[src/rtl/ow_pkg.sv]
package ow_pkg;

  typedef enum logic [1:0] {
    CMD_RESET  = 2'd0,
    CMD_WRBYTE = 2'd1,
    CMD_RDBYTE = 2'd2,
    CMD_BIT    = 2'd3
  } ow_cmd_e;

  typedef enum logic [1:0] {
    SLOT_RST = 2'd0,
    SLOT_WR  = 2'd1,
    SLOT_RD  = 2'd2
  } slot_kind_e;

  typedef enum logic [2:0] {
    PH_IDLE,
    PH_LOW,
    PH_HOLD,
    PH_SAMPLE,
    PH_RECOV
  } phase_e;

  // durations in microseconds
  localparam int unsigned T_RST_LOW   = 500;
  localparam int unsigned T_RST_WAIT  = 50;
  localparam int unsigned T_RST_WIN   = 60;
  localparam int unsigned T_RST_RECOV = 920;
  localparam int unsigned T_WR_LOW    = 5;
  localparam int unsigned T_WR_HOLD   = 85;
  localparam int unsigned T_WR_RECOV  = 10;
  localparam int unsigned T_RD_LOW    = 3;
  localparam int unsigned T_RD_WAIT   = 10;
  localparam int unsigned T_RD_WIN    = 40;
  localparam int unsigned T_RD_RECOV  = 25;

  localparam int unsigned US_CNT_W = $clog2(T_RST_RECOV + 1);

endpackage

[src/rtl/ow_us_tick.sv]
module ow_us_tick #(
  parameter int unsigned CLKS_PER_US = 125
) (
  input  logic clk,
  input  logic rst,
  input  logic clr,
  output logic tick
);
  localparam int unsigned CW = (CLKS_PER_US > 1) ? $clog2(CLKS_PER_US) : 1;
  localparam logic [CW-1:0] LAST = CW'(CLKS_PER_US - 1);

  logic [CW-1:0] cnt;

  assign tick = (cnt == LAST);

  always_ff @(posedge clk) begin
    if (rst || clr || tick) cnt <= '0;
    else                    cnt <= cnt + 1'b1;
  end
endmodule

[src/rtl/ow_sync2.sv]
module ow_sync2 #(
  parameter logic RESET_VAL = 1'b1
) (
  input  logic clk,
  input  logic rst,
  input  logic d,
  output logic q
);
  logic meta;

  always_ff @(posedge clk) begin
    if (rst) begin
      meta <= RESET_VAL;
      q    <= RESET_VAL;
    end else begin
      meta <= d;
      q    <= meta;
    end
  end
endmodule

[src/rtl/ow_slot_engine.sv]
module ow_slot_engine
  import ow_pkg::*;
(
  input  logic       clk,
  input  logic       rst,
  input  logic       tick,
  input  logic       start,
  input  slot_kind_e kind,
  input  logic       wbit,
  input  logic       line_s,
  output logic       line_low,
  output logic       done,
  output logic       result
);

  phase_e               phase;
  slot_kind_e           kind_q;
  logic                 wbit_q;
  logic [US_CNT_W-1:0]  remain;

  function automatic logic [US_CNT_W-1:0] ph_len(slot_kind_e k, phase_e p);
    int unsigned v;
    v = 0;
    case (p)
      PH_LOW:    v = (k == SLOT_RST) ? T_RST_LOW   : (k == SLOT_WR) ? T_WR_LOW   : T_RD_LOW;
      PH_HOLD:   v = (k == SLOT_RST) ? T_RST_WAIT  : (k == SLOT_WR) ? T_WR_HOLD  : T_RD_WAIT;
      PH_SAMPLE: v = (k == SLOT_RST) ? T_RST_WIN   : (k == SLOT_WR) ? 0          : T_RD_WIN;
      PH_RECOV:  v = (k == SLOT_RST) ? T_RST_RECOV : (k == SLOT_WR) ? T_WR_RECOV : T_RD_RECOV;
      default:   v = 0;
    endcase
    return US_CNT_W'(v);
  endfunction

  function automatic phase_e ph_next(slot_kind_e k, phase_e p);
    case (p)
      PH_LOW:    return PH_HOLD;
      PH_HOLD:   return (ph_len(k, PH_SAMPLE) != '0) ? PH_SAMPLE : PH_RECOV;
      PH_SAMPLE: return PH_RECOV;
      default:   return PH_IDLE;
    endcase
  endfunction

  phase_e nxt;
  assign nxt = ph_next(kind_q, phase);

  always_ff @(posedge clk) begin
    done <= 1'b0;
    if (rst) begin
      phase    <= PH_IDLE;
      kind_q   <= SLOT_RST;
      wbit_q   <= 1'b1;
      remain   <= '0;
      line_low <= 1'b0;
      result   <= 1'b0;
    end else if (phase == PH_IDLE) begin
      if (start) begin
        phase    <= PH_LOW;
        kind_q   <= kind;
        wbit_q   <= wbit;
        remain   <= ph_len(kind, PH_LOW);
        line_low <= 1'b1;
        result   <= (kind == SLOT_RST) ? 1'b0 : (kind == SLOT_RD) ? 1'b1 : wbit;
      end
    end else if (tick) begin
      // any low sample in the window decides the result
      if (phase == PH_SAMPLE && !line_s) result <= (kind_q == SLOT_RST);
      if (remain == US_CNT_W'(1)) begin
        phase    <= nxt;
        remain   <= ph_len(kind_q, nxt);
        line_low <= (nxt == PH_HOLD) && (kind_q == SLOT_WR) && !wbit_q;
        if (nxt == PH_IDLE) done <= 1'b1;
      end else begin
        remain <= remain - 1'b1;
      end
    end
  end
endmodule

[src/rtl/ow_master.sv]
module ow_master
  import ow_pkg::*;
#(
  parameter int unsigned CLKS_PER_US = 125,
  parameter int unsigned BYTE_W      = 8
) (
  input  logic              clk,
  input  logic              rst,
  input  logic              req,
  input  logic [1:0]        cmd,
  input  logic [BYTE_W-1:0] wdata,
  input  logic              ow_in,
  output logic              ow_drive_low,
  output logic              busy,
  output logic              done,
  output logic              presence,
  output logic [BYTE_W-1:0] rdata
);
  localparam int unsigned BC_W = (BYTE_W > 1) ? $clog2(BYTE_W) : 1;
  localparam logic [BC_W-1:0] BC_LAST = BC_W'(BYTE_W - 1);

  ow_cmd_e           cmd_q;
  logic [BYTE_W-1:0] sh;
  logic [BC_W-1:0]   bit_cnt;

  logic       tick, line_s, eng_done, eng_res, eng_start, accept, last_slot;
  slot_kind_e eng_kind;
  logic       eng_wbit;
  logic [BYTE_W-1:0] next_sh;

  assign accept    = req && !busy;
  assign last_slot = (cmd_q == CMD_RESET) || (cmd_q == CMD_BIT) || (bit_cnt == BC_LAST);
  assign eng_start = accept || (busy && eng_done && !last_slot);

  always_comb begin
    case (cmd_q)
      CMD_WRBYTE: next_sh = sh >> 1;
      CMD_RDBYTE: next_sh = {eng_res, sh[BYTE_W-1:1]};
      default:    next_sh = sh;
    endcase
  end

  always_comb begin
    if (!busy) begin
      case (ow_cmd_e'(cmd))
        CMD_RESET:  eng_kind = SLOT_RST;
        CMD_WRBYTE: eng_kind = SLOT_WR;
        CMD_RDBYTE: eng_kind = SLOT_RD;
        default:    eng_kind = wdata[0] ? SLOT_RD : SLOT_WR;
      endcase
      eng_wbit = wdata[0];
    end else begin
      eng_kind = (cmd_q == CMD_WRBYTE) ? SLOT_WR : SLOT_RD;
      eng_wbit = next_sh[0];
    end
  end

  ow_us_tick #(.CLKS_PER_US(CLKS_PER_US)) tick_i (
    .clk(clk), .rst(rst), .clr(eng_start), .tick(tick)
  );

  ow_sync2 #(.RESET_VAL(1'b1)) sync_i (
    .clk(clk), .rst(rst), .d(ow_in), .q(line_s)
  );

  ow_slot_engine eng_i (
    .clk(clk), .rst(rst), .tick(tick), .start(eng_start),
    .kind(eng_kind), .wbit(eng_wbit), .line_s(line_s),
    .line_low(ow_drive_low), .done(eng_done), .result(eng_res)
  );

  always_ff @(posedge clk) begin
    done <= 1'b0;
    if (rst) begin
      busy     <= 1'b0;
      presence <= 1'b0;
      rdata    <= '0;
      cmd_q    <= CMD_RESET;
      sh       <= '0;
      bit_cnt  <= '0;
    end else if (accept) begin
      busy    <= 1'b1;
      cmd_q   <= ow_cmd_e'(cmd);
      sh      <= wdata;
      bit_cnt <= '0;
    end else if (busy && eng_done) begin
      sh      <= next_sh;
      bit_cnt <= bit_cnt + 1'b1;
      if (last_slot) begin
        busy <= 1'b0;
        done <= 1'b1;
        case (cmd_q)
          CMD_RESET:  presence <= eng_res;
          CMD_RDBYTE: rdata    <= next_sh;
          CMD_BIT:    rdata    <= {{(BYTE_W-1){1'b0}}, eng_res};
          default:    ;
        endcase
      end
    end
  end
endmodule

[config.mk]
export PLATFORM = sky130hd
export DESIGN_NAME = ow_master
export DESIGN_NICKNAME = d
export VERILOG_FILES = /design/src/rtl/ow_pkg.sv /design/src/rtl/ow_us_tick.sv /design/src/rtl/ow_sync2.sv /design/src/rtl/ow_slot_engine.sv /design/src/rtl/ow_master.sv
export SDC_FILE = /design/constraint.sdc
export NUM_CORES = 1
export LEC_CHECK = 0
export ABC_AREA = 0
export BUFFER_PORTS_ARGS = -buffer_cell sky130_fd_sc_hd__buf_2
export CAP_MARGIN = 10
export CORE_UTILIZATION = 32
export CTS_CLUSTER_SIZE = 25
export DETAILED_ROUTE_END_ITERATION = 10
export GPL_ROUTABILITY_DRIVEN = 0
export PLACE_DENSITY_LB_ADDON = 0.12
export SYNTH_ARGS = -nofsm -noshare
export SYNTH_HDL_FRONTEND = slang
export SYNTH_SLANG_ARGS = --single-unit
[constraint.sdc]
create_clock -name clk -period 2.5 [get_ports clk]
set_clock_uncertainty 0.1 [all_clocks]
set_input_delay 0.5 -clock clk [delete_from_list [all_inputs] [get_ports clk]]
set_output_delay 0.5 -clock clk [all_outputs]
set_load 0.05 [all_outputs]
Yosys cells after proc, flatten, opt, wreduce, memory -nomap -nowiden
Cells that the tools add are included.

Flip-flop bits (word level): 52. Input bits: 14. Word-level logic and storage cells: 127.

Add/sub/neg operators: 3. Equal/unequal tests: 19. Multiplexer cells: 46. Bitwise logic cells: 4. Reduce and logical (&&, ||, !) cells: 38.

Operators by type and width (count): $mux W10 (10); $pmux W10 S4 (1); $pmux W8 S2 (2); $mux W3 (7); $mux W1 (16); $mux W8 (2); $eq A3 B2 Y1 const B (4); $reduce_bool A2 Y1 (6); $eq A10 B1 Y1 const B (1); $reduce_bool A10 Y1 (1); $sub A10 B1 Y10 const B (1); $pmux W3 S3 (1); $eq A2 B1 Y1 const B (4); $eq A2 B2 Y1 const B (4); $logic_not A2 Y1 (4); $reduce_and A4 Y1 (2); $add A7 B1 Y7 const B (1); $eq A7 B7 Y1 const B (1); $mux W7 (1); $eq A3 B1 Y1 const B (2); $eq A3 B3 Y1 const B (2); $logic_and A1 B1 Y1 (6); $logic_not A3 Y1 (2); $mux W2 (3); 13 further kinds (26).

Depth between registers and ports, before layout
Gate-level depths: netlist of run 1.

Depth in word-level cells: 13. Depth in mapped cells: 8. Mapped depth without buffers: 7.

Cells and area by module
A second synthesis of run 1 with hierarchy kept.

Cells, all modules: 346. Area total of the unflattened synthesis: 2870.3 µm².

By module, submodules not included: ow_slot_engine (instances 1, cells each 164, area each 1300.0 µm², sequential area each 380.4 µm²); ow_master (instances 1, cells each 142, area each 1199.9 µm², sequential area each 480.5 µm²); ow_us_tick (instances 1, cells each 36, area each 317.8 µm², sequential area each 140.1 µm²); ow_sync2 (instances 1, cells each 4, area each 52.6 µm², sequential area each 40.0 µm²).

Least setup slack after synthesis of run 1
OpenSTA, ideal clock, no wires.

Path type: register to register. From: reg cmd_q[0]. To: reg eng_i.remain[6]. Library setup time: 70 ps. Arrival time: 1783 ps. Data required time: 2330 ps. Slack: 547 ps. Stages on the path, launching flop included: 9. Buffers on the path: 1. Cell sequence: dfxtp_1 -> inv_1 -> ha_1 -> and4b_1 -> o21a_1 -> buf_2 -> a21o_1 -> o311ai_0 -> a21oi_1.

Cells in the longest elaborated chain, start to end: 8.

RTL lines: start: declaration (RTL line ow_master.sv:22) `ow_cmd_e cmd_q;`; start signal: assignment (RTL line ow_master.sv:83) `cmd_q <= ow_cmd_e'(cmd);`; branches (longest 8 deep; another with $mux W10); end signal: assignment (RTL line ow_slot_engine.sv:60) `remain <= ph_len(kind, PH_LOW);`; end signal: assignment (RTL line ow_slot_engine.sv:69) `remain <= ph_len(kind_q, nxt);`; end signal: assignment (RTL line ow_slot_engine.sv:73) `remain <= remain - 1'b1;`; end: declaration (RTL line ow_slot_engine.sv:19) `logic [US_CNT_W-1:0] remain;`.

Several ways; the timed one is not identified. The select of a mux whose other input is x is not followed. A chain may end at the register's enable or synchronous reset.

Worst setup path in the final report of run 1
From: reg cmd_q[0]. To: reg eng_i.line_low.

Cells in the longest elaborated chain, start to end: 8.

RTL lines: $eq A2 B2 Y1 or $logic_not A2 Y1 (tied branches) (RTL line ow_master.sv:32) `assign last_slot = (cmd_q == CMD_RESET) || (cmd_q == CMD_BIT) || (bit_cnt == BC_LAST);`; $logic_or A1 B1 Y1 (*) (2 in series) (RTL line ow_master.sv:32); $logic_not A1 Y1 (*) (RTL line ow_master.sv:33) `assign eng_start = accept || (busy && eng_done && !last_slot);`; $logic_and A1 B1 Y1 (*) (RTL line ow_master.sv:33); $logic_or A1 B1 Y1 (*) (RTL line ow_master.sv:33); $ne A2 B2 Y1 (no source line) (*); $reduce_and A3 Y1 (no source line) (*); end signal: assignment (RTL line ow_slot_engine.sv:70) `line_low <= (nxt == PH_HOLD) && (kind_q == SLOT_WR) && !wbit_q;`; end: declaration (RTL line ow_slot_engine.sv:11) `output logic line_low,`.

Every way passes the cells marked *; elsewhere a longest branch is shown, timed or not.

==> impl_metrics.tcl, run 1 <==
set metrics [dict create \
    outcome "finished, final reports clean" \
    arrival_ps 2190 \
    std_cell_rows 34 \
    finalNonFillerCells 487 \
    tightest_slew_ps 640 \
    dieArea_um2 9380 \
    clk_path_buf_depth 2 \
    cts_max_level 2 \
    fill_cells 929 \
    multi_input_area_um2 1680 \
    cts.sinks 52 \
    die_h_um 96.9 \
    final.min_clock_period_ps 2110 \
    cts.clk_slew.worst_paths_ps 100 \
    r2r-end "eng_i.line_low$_SDFFE_PP0P_" \
    switching_share_pct 30.1 \
    min_path_type "in2reg" \
    yosysUniqueCellTypes 63 \
    pwr_density_cell_nw_per_um2 591 \
    drt_iter0_drc 162 \
    grt_max_degree 48 \
    detail_route.first_pass.iterations 6 \
    die_width_um 96.9 \
    cap_violations 0 \
    cp_max_fo 4 \
    post-cts-setup-buffer-count 0 \
    setup_viol 0 \
    cts_tree "done" \
    ys.warnings.count 0 \
    pwr-share-clk_pct 33.5 \
    p_seq_share_pct 47.3 \
    gr-total-overflow 0 \
    yosysMostFrequentCell "dfxtp_1" \
    cpLargestDelayFamily "compound AO/OA/AOI/OAI gates" \
    worstSetupStartpoint "cmd_q[0]$_SDFFE_PP0P_" \
    synth_nets 381 \
    syn-instance-count 357 \
    drive_gt1_share_pct 15.0 \
    cts_hold_buf 0 \
    timing.fmax_ghz 0.475 \
    post_cts_resized 0 \
    critPathSlowestCell "dfxtp_1" \
    synthArstFlopShare_pct 0 \
    clk_latency_ps 320 \
    cp-endpoint "eng_i.line_low$_SDFFE_PP0P_" \
    p_leak_nw 1.24 \
    final_nets 402 \
    fin_crit_sh_pct 84.3 \
    internal_power_mw 1.34 \
    rr_worst_depth 7 \
    dp_cells 479 \
    postRouteAntennaNets 0 \
    slowest_delay_ps 370 \
    synth_flop_cell "dfxtp_1" \
    path_cells "inv_1 -> ha_1 -> and4b_1 -> o21ai_1 -> o21ai_0 -> o21ai_0 -> nor2_1" \
    path_depth 7 \
    cp_num_buf_inv 1 \
    netlist_area_um2 2880 \
    cts_made_buffers 5 \
    grt_pass1_vias 2474 \
    antenna_found_initial 0 \
    antennaDiodeCount 0 \
    worst_ep_required_time_ps 2590 \
    register_area_um2 1040 \
    ir_drop_v 0.000258 \
    io_pins 26 \
    syn_avg_cell_area_um2 8.07 \
    yosys_register_bits 52 \
    initial_utilization_pct 33.0 \
    root_buffer "clkbuf_8" \
    synth_common_cells "dfxtp_1, nor2_1, a21oi_1" \
    maxSlewViolCount 0 \
    core_region_area_um2 8720 \
    rsz0062_at_grt "false" \
    drc_errors 0 \
    wl_per_cell_um 15.1 \
    fin_tns_setup_ps 0 \
    dp.final_hpwl_um 5200 \
    grt_pass1_wl_um 12700 \
    p_switching_mw 0.577 \
    startpoint_type "register" \
    timing_worst_setup_path_type "reg2reg" \
    vias 2577 \
    combPwrFrac_pct 19.2 \
    syn_to_final_growth_pct 12.4 \
    synth_top_area_share_pct 36.1 \
    synth_edf_count 0 \
    yosysTopAreaCell "dfxtp_1" \
    synthTopCellsByArea "dfxtp_1, nor2_1, a21oi_1" \
    numPortBuffers 25 \
    max_slew_margin_pct 57.2 \
    grt.total_usage_pct 16.6 \
    reg2reg_slack_ps 390 \
    end_kind "register" \
    yosysSeqAreaShare_pct 36.1 \
    wl_um 7360 \
    r2r_start "cmd_q[0]$_SDFFE_PP0P_" \
    via_per_inst 5.29 \
    crit_top_cell "o21ai_0" \
    finalHoldViolCount 0 \
]
[metrics by stage]
stage / setup slack, ps / area, um2 / util, % / power (mW) / hold WS [ps]
CTS: 211 / 3240 / 37.1 / 1.94 / 248
finish: 393 / 3240 / 37.1 / 1.91 / 256
global route: 156 / 3240 / 37.1 / 2.02 / 242
global placement: 300 / 3120 / 35.7 / 1.29 / 303
floorplan: 547 / 2880 / - / 1.19 / 289
detailed placement: 232 / 3120 / 35.7 / 1.29 / 304
[area by class of cell]
| type | instances | share of cell area (%) |
|---|---|---|
| Sequential cell | 52 | 32.2 |
| Timing Repair Buffer | 36 | 6.42 |
| Multi-Input combinational cell | 269 | 51.9 |
| Tap cell | 108 | 4.17 |
| Inverter | 14 | 1.62 |
| Clock inverter | 2 | 1.20 |
| Clock buffer | 6 | 2.55 |
[worst min-delay path by stage]
stage,start,endpoint,slack (ps),cells past startpoint
floorplan,sync_i.meta$_SDFF_PP1_,sync_i.q$_SDFF_PP1_,290,1
global placement,sync_i.meta$_SDFF_PP1_,sync_i.q$_SDFF_PP1_,300,1
detailed placement,sync_i.meta$_SDFF_PP1_,sync_i.q$_SDFF_PP1_,300,1
CTS,ow_in,sync_i.meta$_SDFF_PP1_,250,2
global route,ow_in,sync_i.meta$_SDFF_PP1_,240,2
finish,ow_in,sync_i.meta$_SDFF_PP1_,260,2
[registers in the layout, summed over array words and instances, names as in the netlist]
name	count
busy	1
eng_i.line_low	1
eng_i.wbit_q	1
presence	1
eng_i.remain	10
eng_i.kind_q	2
eng_i.phase	3
done	1
bit_cnt	3
cmd_q	2
tick_i.cnt	7
sync_i.meta	1
rdata	8
sync_i.q	1
eng_i.result	1
eng_i.done	1
sh	8
[metal layers]
layer	global-route usage, %	part of all wire [%]
met1	24.5	54
met2	24.8	43
met3	2.46	2.5
met4	4.82	1.3
met5	0	0
[placed cells by master (no fill, tap or decap), types with 6 or more instances in the layout]
cell       n
dfxtp_1   52
nor2b_1   10
clkbuf_8   6
a21oi_1   34
buf_4     11
ha_1      10
inv_1     14
nand2b_1   9
o21ai_0   11
nand2_1   25
xnor2_1    6
nand3_1    7
buf_2     25
nor3_1    15
a22oi_1    9
nor2_1    46
a31oi_1    6
[power groups by stage]
| stage | sequential (mW) | clock [mW] | combinational (mW) |
|---|---|---|---|
| finish | 0.905 | 0.641 | 0.367 |
| global route | 0.912 | 0.688 | 0.416 |
| CTS | 0.904 | 0.662 | 0.368 |
| detailed placement | 0.923 | 0 | 0.366 |
| global placement | 0.924 | 0 | 0.369 |
| floorplan | 0.915 | 0 | 0.277 |
[kinds of logic (layout without fill, tap and decap cells)]
group	Yosys count	in the layout	synth area share, %
AOI/OAI and AO/OA	96	96	21.6
xor gates and xnor gates	11	11	3.34
adders and majority gates	10	10	4.34
buffers and inverters	36	58	5.56
DFF	52	52	36.1
muxes	4	4	1.39
and+or+nand+nor	148	148	27.6
Power figures use the tool's default switching activity.
==> inputs of run 2 (changes only) <==
- ABC_AREA: 0 -> 1
- clock period: 2.5 -> 1.7 ns (I/O delays scaled with it)
==> impl_metrics.tcl, run 2 <==
set metrics [dict create \
    postRouteAntennaNets 0 \
    pwr_density_cell_nw_per_um2 894 \
    clk_path_buf_depth 2 \
    max_slew_margin_pct 75.6 \
    cts.clk_slew.worst_paths_ps 100 \
    postLayoutSetupSlackWorst_ps 10.8 \
    cts_hold_buf 0 \
    final_common_cell "nand2_1" \
    drive_gt1_share_pct 26.8 \
    layout_common_cells "nand2_1, dfxtp_1, buf_4" \
    wl_per_cell_um 12.1 \
    timing.hold.ws_ps 109 \
    rsz0062_at_grt "true" \
    grt.total_usage_pct 17.0 \
    cts_made_buffers 5 \
    synth_common_cells "nand2_1, dfxtp_1, inv_1" \
    muxShareOfSynthArea_pct 0 \
    reg2reg_slack_ps 10 \
    startpoint_type "register" \
    wl_um 6920 \
    largest-register "eng_i.remain" \
    ir_drop_v 0.000330 \
    root_buffer "clkbuf_8" \
    dp_slack_ps -10.6 \
    timing_worst_setup_path_type "reg2reg" \
    synth_edf_count 0 \
    drc_errors 0 \
    grt_pass1_vias 2426 \
    netlist_area_um2 2720 \
    end_kind "register" \
    finalNonFillerCells 571 \
    yosysSeqAreaShare_pct 38.3 \
    initial_utilization_pct 33.1 \
    dp_cells 554 \
    cts.sinks 52 \
    holdPathStages 2 \
    worst_ep_required_time_ps 1850 \
    p_leak_nw 1.55 \
    cap_violations 0 \
    yosys_register_bits 52 \
    vias 2654 \
    arrival_ps 1840 \
    io_pins 26 \
    grt_pass1_wl_um 11800 \
    fin_crit_sh_pct 99.4 \
    numPortBuffers 25 \
    place_area_um2 3230 \
    maxSlewViolCount 0 \
    synthArstFlopShare_pct 0 \
    drt_iter0_drc 83 \
    largest_reg_flops 10 \
    syn-instance-count 399 \
    rr_worst_depth 10 \
    min_from "ow_in" \
    dp.final_hpwl_um 5270 \
    synth_flop_cell "dfxtp_1" \
    setup_viol 0 \
    core_region_area_um2 8220 \
    synth_simple_gate_area_share_pct 33.4 \
    finalInstanceArea_um2 3500 \
    synth_top_family_by_area "simple AND/OR/NAND/NOR gates" \
    top_regs "eng_i.remain x10, rdata x8, sh x8" \
    cts_tree "done" \
    yosysMostFrequentCell "nand2_1" \
    yosysTopAreaCell "dfxtp_1" \
    die_h_um 94.2 \
    synth-xor-area-share_pct 1.93 \
    final_nets 489 \
    r2r_start "cmd_q[0]$_SDFFE_PP0P_" \
    grt_max_degree 20 \
    synth_nets 423 \
    clk_latency_ps 310 \
    min_path_type "in2reg" \
    antenna_found_initial 0 \
    yosysUniqueCellTypes 31 \
    final.min_clock_period_ps 1690 \
    syn_to_final_growth_pct 28.6 \
    r2r-end "eng_i.remain[8]$_SDFFE_PP0P_" \
    syn_avg_cell_area_um2 6.82 \
    timing.fmax_ghz 0.592 \
    cp_max_fo 4 \
    dieArea_um2 8870 \
    synth_top_area_share_pct 38.3 \
    detail_route.first_pass.iterations 4 \
    fin_util_pct 42.6 \
    tightest_slew_ps 362 \
    synth_compound_area_share_pct 14.5 \
    finalHoldViolCount 0 \
    via_per_inst 4.65 \
    outcome "finished, final reports clean" \
    std_cell_rows 33 \
    min_to "sync_i.meta$_SDFF_PP1_" \
    die_width_um 94.2 \
    cts_max_level 2 \
    gr-total-overflow 0 \
    ys.warnings.count 0 \
    synth_adder_area_share_pct 4.60 \
    antennaDiodeCount 0 \
    synthTopCellsByArea "dfxtp_1, nand2_1, a21oi_1" \
]
-- run 2: changes by cell type after synthesis, moves of 5 or more --
cell / previous run / this run
a22oi_1: 9 / 0
clkbuf_1: 16 / 5
inv_1: 14 / 37
inv_2: 0 / 8
nand2_1: 25 / 120
nand2b_1: 9 / 0
nand3_1: 7 / 31
nor2_1: 46 / 36
nor2b_1: 10 / 0
nor3_1: 15 / 3
nor3b_1: 5 / 0
o21ai_1: 1 / 7
-- run 2: how the worst max path moves through the flow --
stage,startpoint,end,slack [ps],depth (start not counted)
floorplan,cmd_q[1]$_SDFFE_PP0P_,eng_i.remain[0]$_SDFFE_PP0P_,-70,11
global placement,bit_cnt[0]$_SDFFE_PP0P_,rdata[3]$_SDFFE_PP0P_,8,8
detailed placement,bit_cnt[0]$_SDFFE_PP0P_,eng_i.remain[3]$_SDFFE_PP0P_,-10,9
CTS,cmd_q[0]$_SDFFE_PP0P_,rdata[0]$_SDFFE_PP0P_,10,8
global route,cmd_q[1]$_SDFFE_PP0P_,eng_i.remain[6]$_SDFFE_PP0P_,-90,10
finish,cmd_q[0]$_SDFFE_PP0P_,eng_i.remain[8]$_SDFFE_PP0P_,10,10
-- run 2: stage by stage --
step                      TNS, ps  power, mW
after detailed placement    -15.9       2.31
after global placement          0       2.31
after floorplan              -366       2.02
after global routing         -707       3.34
after CTS                       0       3.07
final                           0       3.13
-- run 2: timing repair --
item | 4_1_cts | 5_1_grt
resized for setup | 1 | 27
hold endpoints to repair | 0 | 0
buffers inserted | 0 | 9
pin swaps | 3 | 17
endpoints found under the setup margin | 10 | 27
-- run 2: report_power, final --
group          switching, mW  internal [mW]
sequential            0.0695           1.29
clock                  0.452          0.301
combinational          0.607          0.404
-- run 2: final cells by class --
class                           count  area, um2
Fill cell                         894       4720
Multi-Input combinational cell    295       1590
Sequential cell                    52       1050
Timing Repair Buffer               66        457
Inverter                           45        176
Tap cell                          105        131
Clock buffer                        5       68.8
Clock inverter                      3       25.0
-- run 2: routing by layer --
metal / global-route usage, % / vias up / wire length (um)
met2: 24.8 / 22 / 2910
met5: 0 / - / 0
met3: 2.91 / 7 / 134
met1: 25.1 / 1204 / 3810
li1: - / 1421 / -
met4: 4.74 / 0 / 62
-- run 2: logic make-up (layout without fill, tap and decap cells) --
group,Yosys count,count (layout)
buffers and inverters,52,119
adder cells (fa/ha/maj),10,10
flip-flops,52,52
AO/OA/AOI/OAI,72,72
AND/OR/NAND/NOR,207,207
XOR/XNOR,6,6
-- run 2: worst max-delay path, cell delays in order, from the launching register on --
cell     delay, ps
dfxtp_2        340
inv_2           50
ha_4           260
inv_8           60
nor2_4          30
a21oi_4        220
nor2_8          60
nor2_4         180
buf_6          140
nand2_1         40
a21oi_1        130
==> inputs of run 3 (changes only) <==
- ABC_AREA: 1 -> unset
- CELL_PAD_IN_SITES_DETAIL_PLACEMENT: unset -> 1
- CELL_PAD_IN_SITES_GLOBAL_PLACEMENT: unset -> 1
==> impl_metrics.tcl, run 3 (synthesized netlist as in run 1, its figures left out) <==
set metrics [dict create \
    tightest_slew_ps 455 \
    worst_ep_required_time_ps 1820 \
    gr-total-overflow 0 \
    layout_common_cells "buf_4, dfxtp_1, nor2_1" \
    drt_iter0_drc 70 \
    ir_drop_v 0.000372 \
    vias 2922 \
    holdPathStages 2 \
    finalNonFillerCells 562 \
    via_per_inst 5.20 \
    place_area_um2 3600 \
    fin_crit_sh_pct 110 \
    std_cell_rows 34 \
    cp_max_fo 8 \
    timing.hold.ws_ps 90.4 \
    outcome "complete, but fails checks" \
    timing_worst_setup_path_type "reg2reg" \
    antennaDiodeCount 0 \
    fin_util_pct 48.8 \
    detail_route.first_pass.iterations 4 \
    numPortBuffers 25 \
    die_h_um 96.9 \
    syn_to_final_growth_pct 47.7 \
    drive_gt1_share_pct 44.1 \
    fill_cells 1035 \
    postLayoutSetupSlackWorst_ps -178 \
    cap_violations 0 \
    dp.final_hpwl_um 6580 \
    core_region_area_um2 8720 \
    p_leak_nw 1.65 \
    wl_met2_um 4440 \
    pwr_density_cell_nw_per_um2 710 \
    min_path_type "in2reg" \
    max_slew_margin_pct 69.5 \
    maxSlewViolCount 0 \
    arrival_ps 2000 \
    wl_per_cell_um 16.7 \
    initial_utilization_pct 33.0 \
    clk_latency_ps 320 \
    critPathSlowestCell "o211ai_1" \
    setup_viol 31 \
    top_layer_used "met4" \
    crit_top_cell "buf_6" \
    cts.clk_slew.worst_paths_ps 110 \
    min_to "sync_i.meta$_SDFF_PP1_" \
    grt_max_degree 31 \
    wl_um 9370 \
    reg2reg_slack_ps -180 \
    dp_cells 538 \
    clk_path_buf_depth 2 \
    largest-register "eng_i.remain" \
    rr_worst_depth 9 \
    rsz0062_at_grt "true" \
    drt-met1-wl_um 4670 \
    violations "negative setup slack" \
    min_from "ow_in" \
    largest_reg_flops 10 \
    final_common_cell "buf_4" \
    cts_tree "done" \
    grt_pass1_wl_um 15200 \
    finalInstanceArea_um2 4250 \
    finalHoldViolCount 0 \
    final_nets 477 \
    cts.sinks 52 \
    r2r_start "cmd_q[0]$_SDFFE_PP0P_" \
    timing.fmax_ghz 0.533 \
    top_regs "eng_i.remain x10, rdata x8, sh x8" \
    startpoint_type "register" \
    multi_input_area_um2 2070 \
    io_pins 26 \
    dieArea_um2 9380 \
    grt_pass1_vias 3061 \
    end_kind "register" \
    final.min_clock_period_ps 1880 \
    cts_max_level 2 \
    root_buffer "clkbuf_8" \
    antenna_found_initial 0 \
    r2r-end "rdata[2]$_SDFFE_PP0P_" \
    slowest_delay_ps 370 \
    power_mw 3.02 \
    drc_errors 0 \
    cts_made_buffers 5 \
    path_cells "inv_2 -> buf_6 -> ha_4 -> buf_6 -> o211ai_1 -> buf_4 -> nor3b_2 -> a21oi_2 -> nor2_1" \
    fin_tns_setup_ps -3530 \
    die_width_um 96.9 \
    wl_met3_um 196 \
    grt.total_usage_pct 19.9 \
    dp_slack_ps -454 \
    register_area_um2 1050 \
    postRouteAntennaNets 0 \
]
-- run 3: cell types whose count changed in the layout (fill, tap and decap cells not counted), moves of 12 or more --
cell / previous run / this run
buf_4: 37 / 69
buf_6: 3 / 15
inv_1: 34 / 11
nand2_1: 116 / 23
nand3_1: 28 / 6
-- run 3: cell type report --
| class | count | share of cell area [%] |
|---|---|---|
| flip-flops and latches | 52 | 24.7 |
| inverters | 14 | 1.24 |
| well taps | 108 | 3.18 |
| multi-input cells | 269 | 48.6 |
| clock buffers | 5 | 1.62 |
| repair buffers | 111 | 20.0 |
| clock inverters | 3 | 0.588 |
-- run 3: what timing repair did --
| item | in CTS | in global routing |
|---|---|---|
| buffers inserted | 7 | 10 |
| hold buffers | 0 | 0 |
| resized for setup | 57 | 44 |
| pin swaps | 35 | 30 |
| endpoints found under the setup margin | 38 | 41 |
| hold endpoints to repair | 0 | 0 |
-- run 3: worst max path at each step --
| stage | end | cells past startpoint | from |
|---|---|---|---|
| floorplan | eng_i.remain[8]$_SDFFE_PP0P_ | 8 | cmd_q[0]$_SDFFE_PP0P_ |
| global placement | eng_i.line_low$_SDFFE_PP0P_ | 7 | bit_cnt[1]$_SDFFE_PP0P_ |
| detailed placement | eng_i.line_low$_SDFFE_PP0P_ | 7 | bit_cnt[1]$_SDFFE_PP0P_ |
| CTS | tick_i.cnt[0]$_SDFF_PP0_ | 6 | cmd_q[1]$_SDFFE_PP0P_ |
| global route | eng_i.remain[6]$_SDFFE_PP0P_ | 7 | eng_i.remain[1]$_SDFFE_PP0P_ |
| finish | rdata[2]$_SDFFE_PP0P_ | 9 | cmd_q[0]$_SDFFE_PP0P_ |
-- run 3: report_power, final --
group | switching [mW] | leakage [nW] | internal, mW | total, mW
logic | 0.472 | 1.18 | 0.443 | 0.915
clock network | 0.487 | 0.0452 | 0.302 | 0.789
registers | 0.0485 | 0.427 | 1.27 | 1.32
total | 1.01 | 1.65 | 2.01 | 3.02
-- run 3: critical path, delay by kind of cell (launching register included) --
kind,cells,cell delay [ps]
flops,1,350
buf+inv,4,530
fa+ha+maj,1,180
compound gates,2,500
simple gates,2,120
-- run 3: routing by layer --
metal | GRT usage, % | vias to the layer above
met5 | 0 | -
met4 | 3.67 | 0
met2 | 33.9 | 29
li1 | - | 1465
met1 | 26.9 | 1421
met3 | 2.96 | 7
